## src/rtl/dma_split_pkg.sv

```systemverilog
package dma_split_pkg;
  typedef struct packed {
    logic loadReq;
    logic issuePiece;
  } ctlStrobes_t;
endpackage

```

## src/rtl/split_datapath.sv

```systemverilog
module split_datapath
  import dma_split_pkg::*;
#(
  parameter int ADDR_W      = 32,
  parameter int LEN_W       = 16,
  parameter int PAGE_BYTES  = 4096,
  parameter int ALIGN_BYTES = 16,
  parameter int MAX_BURST   = 256
) (
  input  logic              clk,
  input  logic              rstN,
  input  ctlStrobes_t       strobes,
  input  logic [ADDR_W-1:0] reqAddr,
  input  logic [LEN_W-1:0]  reqLen,
  input  logic              reqWrite,
  output logic [ADDR_W-1:0] curAddr,
  output logic [LEN_W-1:0]  pieceLen,
  output logic              curWrite,
  output logic              remZero,
  output logic              lastPiece
);
  localparam int PAGE_BITS  = $clog2(PAGE_BYTES);
  localparam int ALIGN_BITS = $clog2(ALIGN_BYTES);

  logic [LEN_W-1:0] remLen;
  logic [LEN_W-1:0] toPage;
  logic [LEN_W-1:0] toAlign;
  logic [LEN_W-1:0] capA;
  logic [LEN_W-1:0] capB;
  logic [PAGE_BITS-1:0]  pageOff;
  logic [ALIGN_BITS-1:0] lineOff;

  assign pageOff = curAddr[PAGE_BITS-1:0];
  assign lineOff = curAddr[ALIGN_BITS-1:0];

  always_comb begin
    toPage = LEN_W'(PAGE_BYTES) - LEN_W'(pageOff);
    if (lineOff != '0) toAlign = LEN_W'(ALIGN_BYTES) - LEN_W'(lineOff);
    else               toAlign = LEN_W'(MAX_BURST);
    capA = (toPage < toAlign) ? toPage : toAlign;
    capB = (capA < LEN_W'(MAX_BURST)) ? capA : LEN_W'(MAX_BURST);
    pieceLen = (remLen < capB) ? remLen : capB;
  end

  assign remZero   = (remLen == '0);
  assign lastPiece = (pieceLen == remLen);

  always_ff @(posedge clk) begin
    if (!rstN) begin
      curAddr  <= '0;
      remLen   <= '0;
      curWrite <= 1'b0;
    end else if (strobes.loadReq) begin
      curAddr  <= reqAddr;
      remLen   <= reqLen;
      curWrite <= reqWrite;
    end else if (strobes.issuePiece) begin
      curAddr  <= curAddr + ADDR_W'(pieceLen);
      remLen   <= remLen - pieceLen;
    end
  end
endmodule

```

## src/rtl/split_control.sv

```systemverilog
module split_control
  import dma_split_pkg::*;
#(
  parameter int MAX_OUT = 17,
  localparam int CNT_W  = $clog2(MAX_OUT + 1)
) (
  input  logic             clk,
  input  logic             rstN,
  input  logic             reqValid,
  input  logic             subReady,
  input  logic             cplPulse,
  input  logic             remZero,
  input  logic             lastPiece,
  output ctlStrobes_t      strobes,
  output logic             subValid,
  output logic             reqReady,
  output logic [CNT_W-1:0] count,
  output logic             errSticky
);
  typedef enum logic {ST_IDLE, ST_BUSY} state_t;
  state_t state;
  logic issue;

  assign subValid = (state == ST_BUSY) && !remZero && (count < CNT_W'(MAX_OUT));
  assign issue    = subValid && subReady;
  assign reqReady = (state == ST_BUSY) && (remZero || (issue && lastPiece));

  always_comb begin
    strobes.loadReq    = (state == ST_IDLE) && reqValid;
    strobes.issuePiece = issue;
  end

  always_ff @(posedge clk) begin
    if (!rstN) begin
      state <= ST_IDLE;
    end else begin
      case (state)
        ST_IDLE: if (reqValid) state <= ST_BUSY;
        ST_BUSY: if (reqReady) state <= ST_IDLE;
        default: state <= ST_IDLE;
      endcase
    end
  end

  always_ff @(posedge clk) begin
    if (!rstN) begin
      count     <= '0;
      errSticky <= 1'b0;
    end else begin
      if (issue && !cplPulse) begin
        count <= count + 1'b1;
      end else if (cplPulse && !issue) begin
        if (count != '0) count <= count - 1'b1;
        else             errSticky <= 1'b1;
      end
    end
  end
endmodule

```

## src/rtl/dma_splitter.sv

```systemverilog
module dma_splitter
  import dma_split_pkg::*;
#(
  parameter int ADDR_W      = 32,
  parameter int LEN_W       = 16,
  parameter int PAGE_BYTES  = 4096,
  parameter int ALIGN_BYTES = 16,
  parameter int MAX_BURST   = 256,
  parameter int MAX_OUT     = 17,
  localparam int CNT_W      = $clog2(MAX_OUT + 1)
) (
  input  logic              clk,
  input  logic              rstN,
  input  logic              reqValid,
  output logic              reqReady,
  input  logic [ADDR_W-1:0] reqAddr,
  input  logic [LEN_W-1:0]  reqLen,
  input  logic              reqWrite,
  output logic              subValid,
  input  logic              subReady,
  output logic [ADDR_W-1:0] subAddr,
  output logic [LEN_W-1:0]  subLen,
  output logic              subWrite,
  input  logic              cplPulse,
  output logic [CNT_W-1:0]  outstanding,
  output logic              errSticky
);
  ctlStrobes_t strobes;
  logic remZero;
  logic lastPiece;

  split_datapath #(
    .ADDR_W(ADDR_W), .LEN_W(LEN_W), .PAGE_BYTES(PAGE_BYTES),
    .ALIGN_BYTES(ALIGN_BYTES), .MAX_BURST(MAX_BURST)
  ) dp_i (
    .clk(clk), .rstN(rstN), .strobes(strobes),
    .reqAddr(reqAddr), .reqLen(reqLen), .reqWrite(reqWrite),
    .curAddr(subAddr), .pieceLen(subLen), .curWrite(subWrite),
    .remZero(remZero), .lastPiece(lastPiece)
  );

  split_control #(.MAX_OUT(MAX_OUT)) ctl_i (
    .clk(clk), .rstN(rstN), .reqValid(reqValid), .subReady(subReady),
    .cplPulse(cplPulse), .remZero(remZero), .lastPiece(lastPiece),
    .strobes(strobes), .subValid(subValid), .reqReady(reqReady),
    .count(outstanding), .errSticky(errSticky)
  );
endmodule

```

## config.mk

```make
export PLATFORM = sky130hd
export DESIGN_NAME = dma_splitter
export DESIGN_NICKNAME = d
export VERILOG_FILES = /design/src/rtl/dma_split_pkg.sv /design/src/rtl/split_datapath.sv /design/src/rtl/split_control.sv /design/src/rtl/dma_splitter.sv
export SDC_FILE = /design/constraint.sdc
export NUM_CORES = 1
export LEC_CHECK = 0
export BUFFER_PORTS_ARGS = -buffer_cell sky130_fd_sc_hd__buf_2
export CAP_MARGIN = 15
export CORE_ASPECT_RATIO = 1.4
export CORE_MARGIN = 2
export CORE_UTILIZATION = 40
export DETAILED_ROUTE_END_ITERATION = 10
export SYNTH_ARGS = -nofsm -noshare
export SYNTH_HDL_FRONTEND = slang
export SYNTH_SLANG_ARGS = --single-unit
```

## constraint.sdc

```tcl
create_clock -name clk -period 5.6 [get_ports clk]
set_input_delay 0.56 -clock clk [delete_from_list [all_inputs] [get_ports clk]]
set_output_delay 0.56 -clock clk [all_outputs]
set_load 0.01 [all_outputs]
```

==> results.md, run 1 <==
* Dpl hpwl at 10.9 mm
* Final WL at 14.9 mm
* Initial Util at 40.6%
* Peak supply drop at 0.151 mV
* Initial antenna violation count at 0
* First-pass GRT wire length at 23.1 mm
* Reg-to-reg critical path startpoint: dp_i.curAddr[1]
* # rows at 47
* CTS tree: built
* Root Driver: clkbuf_16
* Worst Path Max Fanout at 5
* DRC errors left at 0
* Antenna-violating nets left at 0
* Fin. max-slew vios at 0
* PwrDens at 340 nW/µm²
* Layout cells sized above 1 at 29.1%
* Hold Violations, Final at 0
* Detailed Routing Iterations Pass 1 at 4
* Sink Count at 56
* Gpl congestion at 0.874
* Core area at 11,700 µm²
* Fin crit period at 5.40 ns
* Met2 Usage GRT at 40.2%
* FF+latch count, synth at 56
* CTS Buf Count at 5
* Post-synth EDFFs at 0
* Pwr Total at 2.08 mW
* Iter 0 DRT Violations at 201
* F_max at 0.185 GHz
* Via count at 4,959
* Crit. End Element: output port
* I/O Pins at 111
* Congestion Overflow GR at 0
* Setup crit end: reqReady
* Clk_lat worst skew at 0.30 ns
* Worst Hold Class: flop to flop
* Slew @ Worst Pin at 1.10 ns
* Critical path type: flop to output port
* Die Height at 133 µm
* Synth warn at 0
* Worst hold slack at 0.474 ns
* Drt via density at 5.55
* Clock skew at 0.00571 ns
* Fin crit share at 96.3%
* Vias in the first global route at 4,960
* RSZ-0062 raised after global routing: yes
* Area grow syn2layout at 29.0%
* MaxCap Viol Count at 0
* Slowest CP cell: dfxtp_2
* Synth Flop Type: dfxtp_1
* Post-synth ARST share at 0%
* Clk buf depth at 2
* Synth Area per Inst at 7.81 µm²
* Wire per inst at 16.7 µm
* Number of I/O port buffers at 106
* Run status: finished, final reports clean
* Worst setup SP type: flop
* Reg-to-Reg End: dp_i.curAddr[18]
* Worst Path Required at 5.04 ns
* Cell area after synthesis at 4750 µm²
* Pin count of the biggest net entering global routing at 39
* Width of the die at 96.1 µm
* Setup violators final at 0
* Relative slew slack at 26.5%
* Crit path from: dp_i.curAddr[1]
* Nets at 848
* Met1 usage at 26.1%
* Distinct cells, synth at 58
* Die Area at 12,800 µm²
* GR peak layer: met2
* Clock slew at the register clock pins of the worst setup and hold paths at 0.08 ns
* Leak at 2.73 nW
* Seq/Total Area, Yosys at 23.6%
* Total GRT Usage at 22.4%
* Gate Count Post-Synth at 609
* Ant diodes at 0
* Met3 track utilization from global routing at 3.70%
* Worst reg2reg setup slack at 0.24 ns
* WP data arrival at 4.84 ns
* R2R cell count at 29
* Max incr delay on CP at 0.34 ns
* Worst hold stages at 2
* H-tree Lvls at 2
==> sequential cells by signal, indices dropped and copies added (netlist names) <==
signal and cells:
ctl_i.state 1, ctl_i.count 5, dp_i.curAddr 32, ctl_i.errSticky 1
dp_i.curWrite 1, dp_i.remLen 16
==> stage by stage <==
stage	setup TNS [ns]	worst slack (ns)	std cells	utilization, %	instance area (µm²)
floorplan	0	0.0520	619	-	4790
global placement	-0.0245	-0.0202	866	47.4	5540
detailed placement	-1.25	-0.185	866	47.4	5540
CTS	-0.00386	-0.00386	882	49.9	5840
global route	-0.389	-0.0922	893	52.4	6130
finish	0	0.205	893	52.4	6130
==> final cells by class <==
class                   count  area, µm²
fillers                  1169       5570
clock buffers               5        125
clock inverters             3       46.3
repair buffers            147        873
flip-flops and latches     56       1120
inverters                  20       76.3
multi-input cells         515       3700
well taps                 147        184
==> cell usage after synthesis, types with 8 or more instances <==
master	number	area [µm²]
mux2_2	8	90.1
a21oi_1	55	275
mux2i_1	15	150
o21ai_0	39	195
a211oi_1	8	60.1
dfxtp_1	56	1120
nor2b_1	9	56.3
a21o_1	15	113
inv_1	19	71.3
ha_1	46	576
nand3_1	14	70.1
nor3_1	14	70.1
nor4_1	13	81.3
xnor2_1	26	228
xor2_1	17	149
nand2_1	70	263
nor2_1	50	188
clkbuf_1	19	71.3
==> logic make-up after synthesis <==
family          synth area share (%)
compound gates                  22.5
xor+xnor                        7.92
fa+ha+maj                       13.4
buf+inv                         4.42
flops                           23.6
mux                             5.29
other cells                    0.158
simple gates                    22.8
==> cell usage in the layout (no fill, tap or decap), types with 15 or more instances in the layout <==
| cell type | n |
|---|---|
| ha_1 | 41 |
| a21o_1 | 15 |
| dfxtp_1 | 53 |
| o21ai_0 | 37 |
| buf_2 | 106 |
| buf_4 | 36 |
| nor2_1 | 47 |
| inv_1 | 17 |
| xnor2_1 | 26 |
| xor2_1 | 17 |
| a21oi_1 | 52 |
| nand2_1 | 70 |
==> power breakdown <==
| group | switching (mW) | internal [mW] | total [mW] |
|---|---|---|---|
| Combinational | 0.620 | 0.539 | 1.16 |
| Clock | 0.167 | 0.214 | 0.380 |
| Sequential | 0.0838 | 0.461 | 0.544 |
| Total | 0.871 | 1.21 | 2.08 |
==> layer usage <==
layer | vias up | wire length, µm
met4 | 0 | 447
met1 | 2306 | 6000
met3 | 36 | 869
met5 | - | 0
li1 | 2465 | -
met2 | 152 | 7560
==> how the worst min path moves through the flow <==
stage	from	slack [ns]	end
final	dp_i.curWrite	0.47	dp_i.curWrite
after global routing	dp_i.curWrite	0.51	dp_i.curWrite
after CTS	dp_i.curWrite	0.47	dp_i.curWrite
after detailed placement	dp_i.curWrite	0.46	dp_i.curWrite
after global placement	ctl_i.errSticky	0.45	ctl_i.errSticky
after floorplan	dp_i.remLen[12]	0.48	dp_i.remLen[12]
==> critical path: cells and delay by family, from the launching register on <==
kind                       cells  cell delay (ns)
AOI/OAI and AO/OA              3             0.48
muxes                          2             0.31
adders and majority gates      3             0.67
DFF                            1             0.34
and+or+nand+nor               12             1.97
buffers and inverters          7             0.75
==> timing repair <==
action / in CTS / in global routing
endpoints found under the setup margin: 14 / 33
pin swaps: 4 / 24
gates cloned: 0 / 0
setup buffers: 8 / 11
gates resized for setup: 15 / 41
hold buffers: 0 / 0
(Power assumes the default switching activity.)
==> run 2: changes to the inputs <==
--- a/config.mk
+++ b/config.mk
@@ -11,6 +11,8 @@
 export CORE_MARGIN = 2
 export CORE_UTILIZATION = 40
 export DETAILED_ROUTE_END_ITERATION = 10
+export GPL_TIMING_DRIVEN = 0
+export SKIP_LAST_GASP = 1
 export SYNTH_ARGS = -nofsm -noshare
 export SYNTH_HDL_FRONTEND = slang
 export SYNTH_SLANG_ARGS = --single-unit
==> run 2 against run 1 <==
Effect of this change: core utilization is 0.42 points higher; final cell count is 1.7% higher; combinational power hardly changed; wire length is 9.7% higher; sequential share of layout area is 0.064 points lower; hold slack worse by 0.0059 ns; maximum frequency is 0.21% higher.
==> results.md, run 2 (synthesis gave the netlist of run 1 again) <==
* Dpl hpwl at 12.2 mm
* Fin. max-slew vios at 0
* Top delay family on crit path: simple AND/OR/NAND/NOR gates
* Congestion Overflow GR at 0
* Reg with most FFs: dp_i.curAddr
* H-tree Lvls at 2
* R2R cell count at 26
* Biggest regs: dp_i.curAddr x32, dp_i.remLen x16, ctl_i.count x5
* Post-Route M1 WL at 6.49 mm
* Gpl congestion at 0.915
* Drt via density at 5.67
* Worst setup SP type: flop
* Crit path cell chain: inv_4 > ha_4 > nor3b_4 > nand3_2 > mux2i_1 > or2_4 > nor3_4 > inv_1 > ha_1 > a21o_1 > a21o_1 > a21oi_2 > o21ai_2 > a41oi_4 > buf_6 > buf_4 > mux2i_1 > ha_1 > nand4_1 > nor4_2 > nand4_1 > o41ai_2 > and2_1 > buf_2
* Seq pwr share at 26.4%
* Worst reg2reg setup slack at 0.25 ns
* I/O Pins at 111
* Crit. End Element: output port
* Width of the die at 96.1 µm
* Initial Util at 40.6%
* Die Area at 12,800 µm²
* Fin crit period at 5.38 ns
* Hold path start: dp_i.curWrite
* CTS tree: built
* Leak at 2.73 nW
* Detailed Routing Iterations Pass 1 at 6
* Wire per inst at 18.0 µm
* Cell Int Power at 1.21 mW
* Hold Violations, Final at 0
* Clk_lat worst skew at 0.31 ns
* # rows at 47
* WP data arrival at 4.82 ns
* Wire length on met2 at 8.57 mm
* Nets at 863
* Worst Path Required at 5.04 ns
* Number of I/O port buffers at 106
* Number of flip-flops in the largest register at 32
* Relative slew slack at 53.5%
* Pin count of the biggest net entering global routing at 19
* Sink Count at 56
* Layout cells sized above 1 at 28.4%
* Worst Path Buf+Inv at 5
* Die Height at 133 µm
* Core area at 11,700 µm²
* Post-route setup TNS at 0 ns
* Clock skew at 0.0101 ns
* Worst Path Max Fanout at 7
* Commonest non-fill, non-tap cell in the layout: buf_2
* Worst Hold Class: flop to flop
* Final WL at 16.3 mm
* RSZ-0062 raised after global routing: yes
* Antenna-violating nets left at 0
* Fin crit share at 96.1%
* Commonest cells after routing, fill and taps aside: 108 x buf_2, 70 x nand2_1, 53 x dfxtp_1
* Max incr delay on CP at 0.38 ns
* Initial antenna violation count at 0
* Area grow syn2layout at 30.0%
* Total GRT Usage at 24.7%
* Clock slew at the register clock pins of the worst setup and hold paths at 0.08 ns
* Reg-to-Reg End: dp_i.curAddr[14]
* Setup violators final at 0
* Met3 WL at 838 µm
* Clk buf depth at 2
* First-pass GRT wire length at 25.0 mm
* Critical path type: flop to output port
* Slew @ Worst Pin at 0.697 ns
* Worst hold endpoint: dp_i.curWrite
* Vias in the first global route at 5,036
* Slowest CP cell: dfxtp_4
* Ant diodes at 0
* F_max at 0.186 GHz
* Root Driver: clkbuf_16
* Placed Cells at 872
* Switching power at 0.887 mW
* Comb pwr share at 55.5%
* CTS Buf Count at 5
* Clock network fraction of design power at 18.0%
* Non-Filler Instances at 908
* Iter 0 DRT Violations at 243
* PwrDens at 340 nW/µm²
* Top Metal Used: met4
* Sw Share at 42.2%
* DRC errors left at 0
* Via count at 5,152
* MaxCap Viol Count at 0
* Peak supply drop at 0.143 mV
* Run status: finished, final reports clean
* Reg-to-reg critical path startpoint: dp_i.curAddr[0]
* Worst hold stages at 2
==> run 2: final cells by class <==
| class | instances | area, µm² |
|---|---|---|
| clock inverters | 3 | 47.5 |
| clock buffers | 5 | 125 |
| inverters | 20 | 81.3 |
| repair buffers | 134 | 744 |
| well taps | 147 | 184 |
| plain buffers | 28 | 138 |
| fillers | 1141 | 5520 |
| flip-flops and latches | 56 | 1130 |
| multi-input cells | 515 | 3730 |
==> run 2: worst max path at each step <==
stage                             to  cells after the start  slack (ns)            start
floorplan           dp_i.curAddr[24]                     26        0.05  dp_i.curAddr[1]
global placement    dp_i.curAddr[24]                     26       -0.59  dp_i.curAddr[1]
detailed placement  dp_i.curAddr[24]                     26       -0.69  dp_i.curAddr[0]
CTS                         reqReady                     22       0.002  dp_i.curAddr[1]
global route                reqReady                     25       -0.09  dp_i.curAddr[0]
finish                      reqReady                     24        0.22  dp_i.curAddr[0]
==> run 2: worst register-to-register path, cell delays in order, from the launching register on <==
cell and delay (ns):
dfxtp_4 0.38, inv_4 0.07, ha_4 0.14, nor3b_4 0.21
nand3_2 0.12, mux2i_1 0.14, or2_4 0.29, nor3_4 0.15
inv_1 0.06, ha_1 0.29, a21o_1 0.19, a21o_1 0.19
a21oi_2 0.15, o21ai_2 0.08, a41oi_4 0.25, buf_6 0.19
mux2_4 0.35, fa_2 0.38, a211oi_2 0.27, nor2_2 0.08
o211ai_1 0.29, o21ai_2 0.13, buf_4 0.16, a21o_1 0.18
a211oi_2 0.22, nor3_1 0.07, o21a_1 0.22
==> run 2: power by group through the flow <==
stage               combinational [mW]  clock [mW]  sequential (mW)
finish                            1.17       0.379            0.555
global route                      1.28       0.393            0.565
CTS                               1.07       0.381            0.548
detailed placement                1.00           0            0.554
global placement                 0.980           0            0.554
floorplan                        0.732           0            0.552
==> run 2: repair_timing <==
item                                    CTS  global route
hold buffers                              0             0
pin swaps                                 8            24
gates resized for setup                  28            41
hold endpoints to repair                  0             0
gates cloned                              0             0
setup buffers                            12            16
endpoints found under the setup margin   28            33
==> run 2: stage by stage <==
stage	setup slack [ns]	utilization [%]	power (mW)	hold WS, ns	cell area, µm²
finish	0.216	52.8	2.10	0.469	6180
global route	-0.0898	52.8	2.24	0.500	6180
CTS	0.00222	50.3	2.00	0.472	5890
detailed placement	-0.687	47.0	1.56	0.454	5510
global placement	-0.586	47.0	1.53	0.440	5510
floorplan	0.0520	-	1.28	0.476	4790
==> run 2: metal layers <==
| metal | track usage (%) | up-vias |
|---|---|---|
| met2 | 44.8 | 163 |
| met3 | 3.64 | 39 |
| met5 | 0 | - |
| met4 | 6.67 | 0 |
| li1 | - | 2501 |
| met1 | 29.4 | 2449 |
==> run 3: changes to the inputs <==
--- a/config.mk
+++ b/config.mk
@@ -9,9 +9,10 @@
 export CAP_MARGIN = 15
 export CORE_ASPECT_RATIO = 1.4
 export CORE_MARGIN = 2
-export CORE_UTILIZATION = 40
+export CORE_UTILIZATION = 35
 export DETAILED_ROUTE_END_ITERATION = 10
 export GPL_TIMING_DRIVEN = 0
+export PLACE_DENSITY = 0.66
 export SKIP_LAST_GASP = 1
 export SYNTH_ARGS = -nofsm -noshare
 export SYNTH_HDL_FRONTEND = slang
==> run 3 against run 2 <==
Effect of this change: sequential power about the same; final cell count rose by 4.0%; clock power down 6.1%; worst setup slack worse by 0.047 ns; wire length shrank 0.53%; maximum frequency fell by 0.87%; via count about the same; critical endpoint unchanged; register-to-register slack worse by 0.05 ns; flip-flop and latch count stayed put; global-route usage fell by 3.1 points; highest routed layer unchanged.
==> results.md, run 3 (synthesis gave the netlist of run 1 again) <==
* Width of the die at 102 µm
* Met3 track utilization from global routing at 2.91%
* Antenna-violating nets left at 0
* Layout cells sized above 1 at 29.4%
* Met2 Usage GRT at 37.8%
* WP data arrival at 4.87 ns
* Switching power at 0.916 mW
* Total GRT Usage at 21.6%
* Clk buf depth at 2
* Hold Violations, Final at 0
* Congestion Overflow GR at 0
* Peak supply drop at 0.173 mV
* Number of I/O port buffers at 106
* I/O Pins at 111
* PwrDens at 333 nW/µm²
* # rows at 50
* Area grow syn2layout at 32.7%
* F_max at 0.184 GHz
* Dpl hpwl at 11.9 mm
* Initial antenna violation count at 0
* Crit path from: dp_i.curAddr[1]
* Non-Filler Instances at 944
* Via count at 5,147
* Reg-to-reg critical path startpoint: dp_i.curAddr[1]
* Cell Int Power at 1.19 mW
* Met1 usage at 24.2%
* Crit. End Element: output port
* Post-route setup TNS at 0 ns
* Worst Path Max Fanout at 6
* Sink Count at 56
* Sw Share at 43.6%
* Slew @ Worst Pin at 0.824 ns
* Worst Path Required at 5.04 ns
* Nets at 864
* Die Area at 14,500 µm²
* Reg with most FFs: dp_i.curAddr
* Initial Util at 35.7%
* Wire per inst at 17.2 µm
* Placed Cells at 907
* First-pass GRT wire length at 24.4 mm
* Setup crit end: reqReady
* Fill cells at 1,341
* H-tree Lvls at 2
* Clock skew at 0.0114 ns
* Clock network fraction of design power at 16.9%
* Reg-to-Reg End: dp_i.curAddr[18]
* Run status: finished, final reports clean
* Iter 0 DRT Violations at 191
* Relative slew slack at 45.1%
* Gpl congestion at 0.869
* Biggest regs: dp_i.curAddr x32, dp_i.remLen x16, ctl_i.count x5
* Pin count of the biggest net entering global routing at 21
* Root Driver: clkbuf_16
* DRC errors left at 0
* Vias in the first global route at 4,943
* Worst reg2reg setup slack at 0.20 ns
* MaxCap Viol Count at 0
* Fin crit period at 5.43 ns
* Leak at 2.74 nW
* Clk_lat worst skew at 0.32 ns
* Detailed Routing Iterations Pass 1 at 5
* Setup violators final at 0
* CTS tree: built
* Final WL at 16.2 mm
* Core area at 13,300 µm²
* R2R cell count at 29
* Fin crit share at 97.0%
* GR peak layer: met2
* Hold path start: dp_i.curWrite
* Commonest non-fill, non-tap cell in the layout: buf_2
* Die Height at 142 µm
* Clock slew at the register clock pins of the worst setup and hold paths at 0.08 ns
* Seq pwr share at 26.4%
* Drt via density at 5.45
* Cts hold-fix bufs at 0
* Number of flip-flops in the largest register at 32
* Worst setup SP type: flop
* CTS Buf Count at 5
* Critical path type: flop to output port
* Commonest cells after routing, fill and taps aside: 108 x buf_2, 69 x nand2_1, 53 x dfxtp_1
* Comb pwr share at 56.7%
* Worst Hold Class: flop to flop
* Ant diodes at 0
* Fin. max-slew vios at 0
==> run 3: cell types whose count changed in the layout (fill, tap and decap cells not counted), sizes merged <==
cell,delta
bufinv,-1
buf,+1
inv,+1
==> run 3: final cells by class <==
cell class	instances	area [µm²]	area share (%)
Buffer	28	138	2.18
Clock buffer	5	125	1.98
Clock inverter	3	33.8	0.536
Inverter	20	83.8	1.33
Multi-Input combinational cell	515	3820	60.6
Sequential cell	56	1130	17.9
Tap cell	182	228	3.61
Timing Repair Buffer	135	748	11.9
==> run 3: power by group through the flow <==
stage	Sequential, mW	Combinational [mW]	Clock (mW)
floorplan	0.552	0.732	0
global placement	0.555	0.988	0
detailed placement	0.554	0.997	0
CTS	0.548	1.06	0.354
global route	0.566	1.30	0.369
finish	0.555	1.19	0.356
==> run 3: worst min path at each step <==
stage / slack, ns / end / depth (start not counted)
floorplan: 0.48 / dp_i.remLen[12] / 2
global placement: 0.44 / dp_i.curWrite / 2
detailed placement: 0.45 / dp_i.curWrite / 2
CTS: 0.46 / dp_i.curWrite / 2
global route: 0.49 / dp_i.curWrite / 2
finish: 0.46 / dp_i.curWrite / 2
==> run 3: metrics by stage <==
step                      setup WS (ns)  instance area (µm²)  hold WS (ns)  utilization (%)  power (mW)
after detailed placement         -0.714                 5550         0.451             41.6        1.55
after global routing            -0.0493                 6310         0.485             47.3        2.24
after CTS                       -0.0102                 5910         0.462             44.3        1.97
after floorplan                  0.0520                 4790         0.476                -        1.28
final                             0.168                 6310         0.458             47.3        2.10
after global placement           -0.737                 5550         0.444             41.6        1.54
==> run 3: per-layer routing <==
metal / part of all wire, % / wire length [µm]
met3: 5.0 / 812
met2: 50 / 8160
met1: 38 / 6220
met5: 0 / 0
met4: 6.4 / 1050
==> run 3: worst max-delay path, cell delays in order (launching register included) <==
cell,delay [ns]
dfxtp_4,0.37
inv_4,0.06
ha_4,0.13
nor3b_4,0.21
nand3_2,0.12
mux2i_1,0.13
or2_4,0.30
and2_4,0.18
nor2b_4,0.12
inv_1,0.05
ha_1,0.19
or4_4,0.53
a41oi_4,0.26
buf_6,0.18
nand2_1,0.10
ha_4,0.32
and3_4,0.19
nand3_4,0.08
nor4_2,0.21
nand4_1,0.13
o41ai_2,0.36
and2_1,0.20
buf_2,0.14
==> run 3: timing repair <==
| action | 4_1_cts | 5_1_grt |
|---|---|---|
| cloned | 1 | 0 |
| endpoints found under the setup margin | 27 | 30 |
| setup buffers | 11 | 17 |
| gates resized for setup | 22 | 55 |
| pin swaps | 8 | 35 |
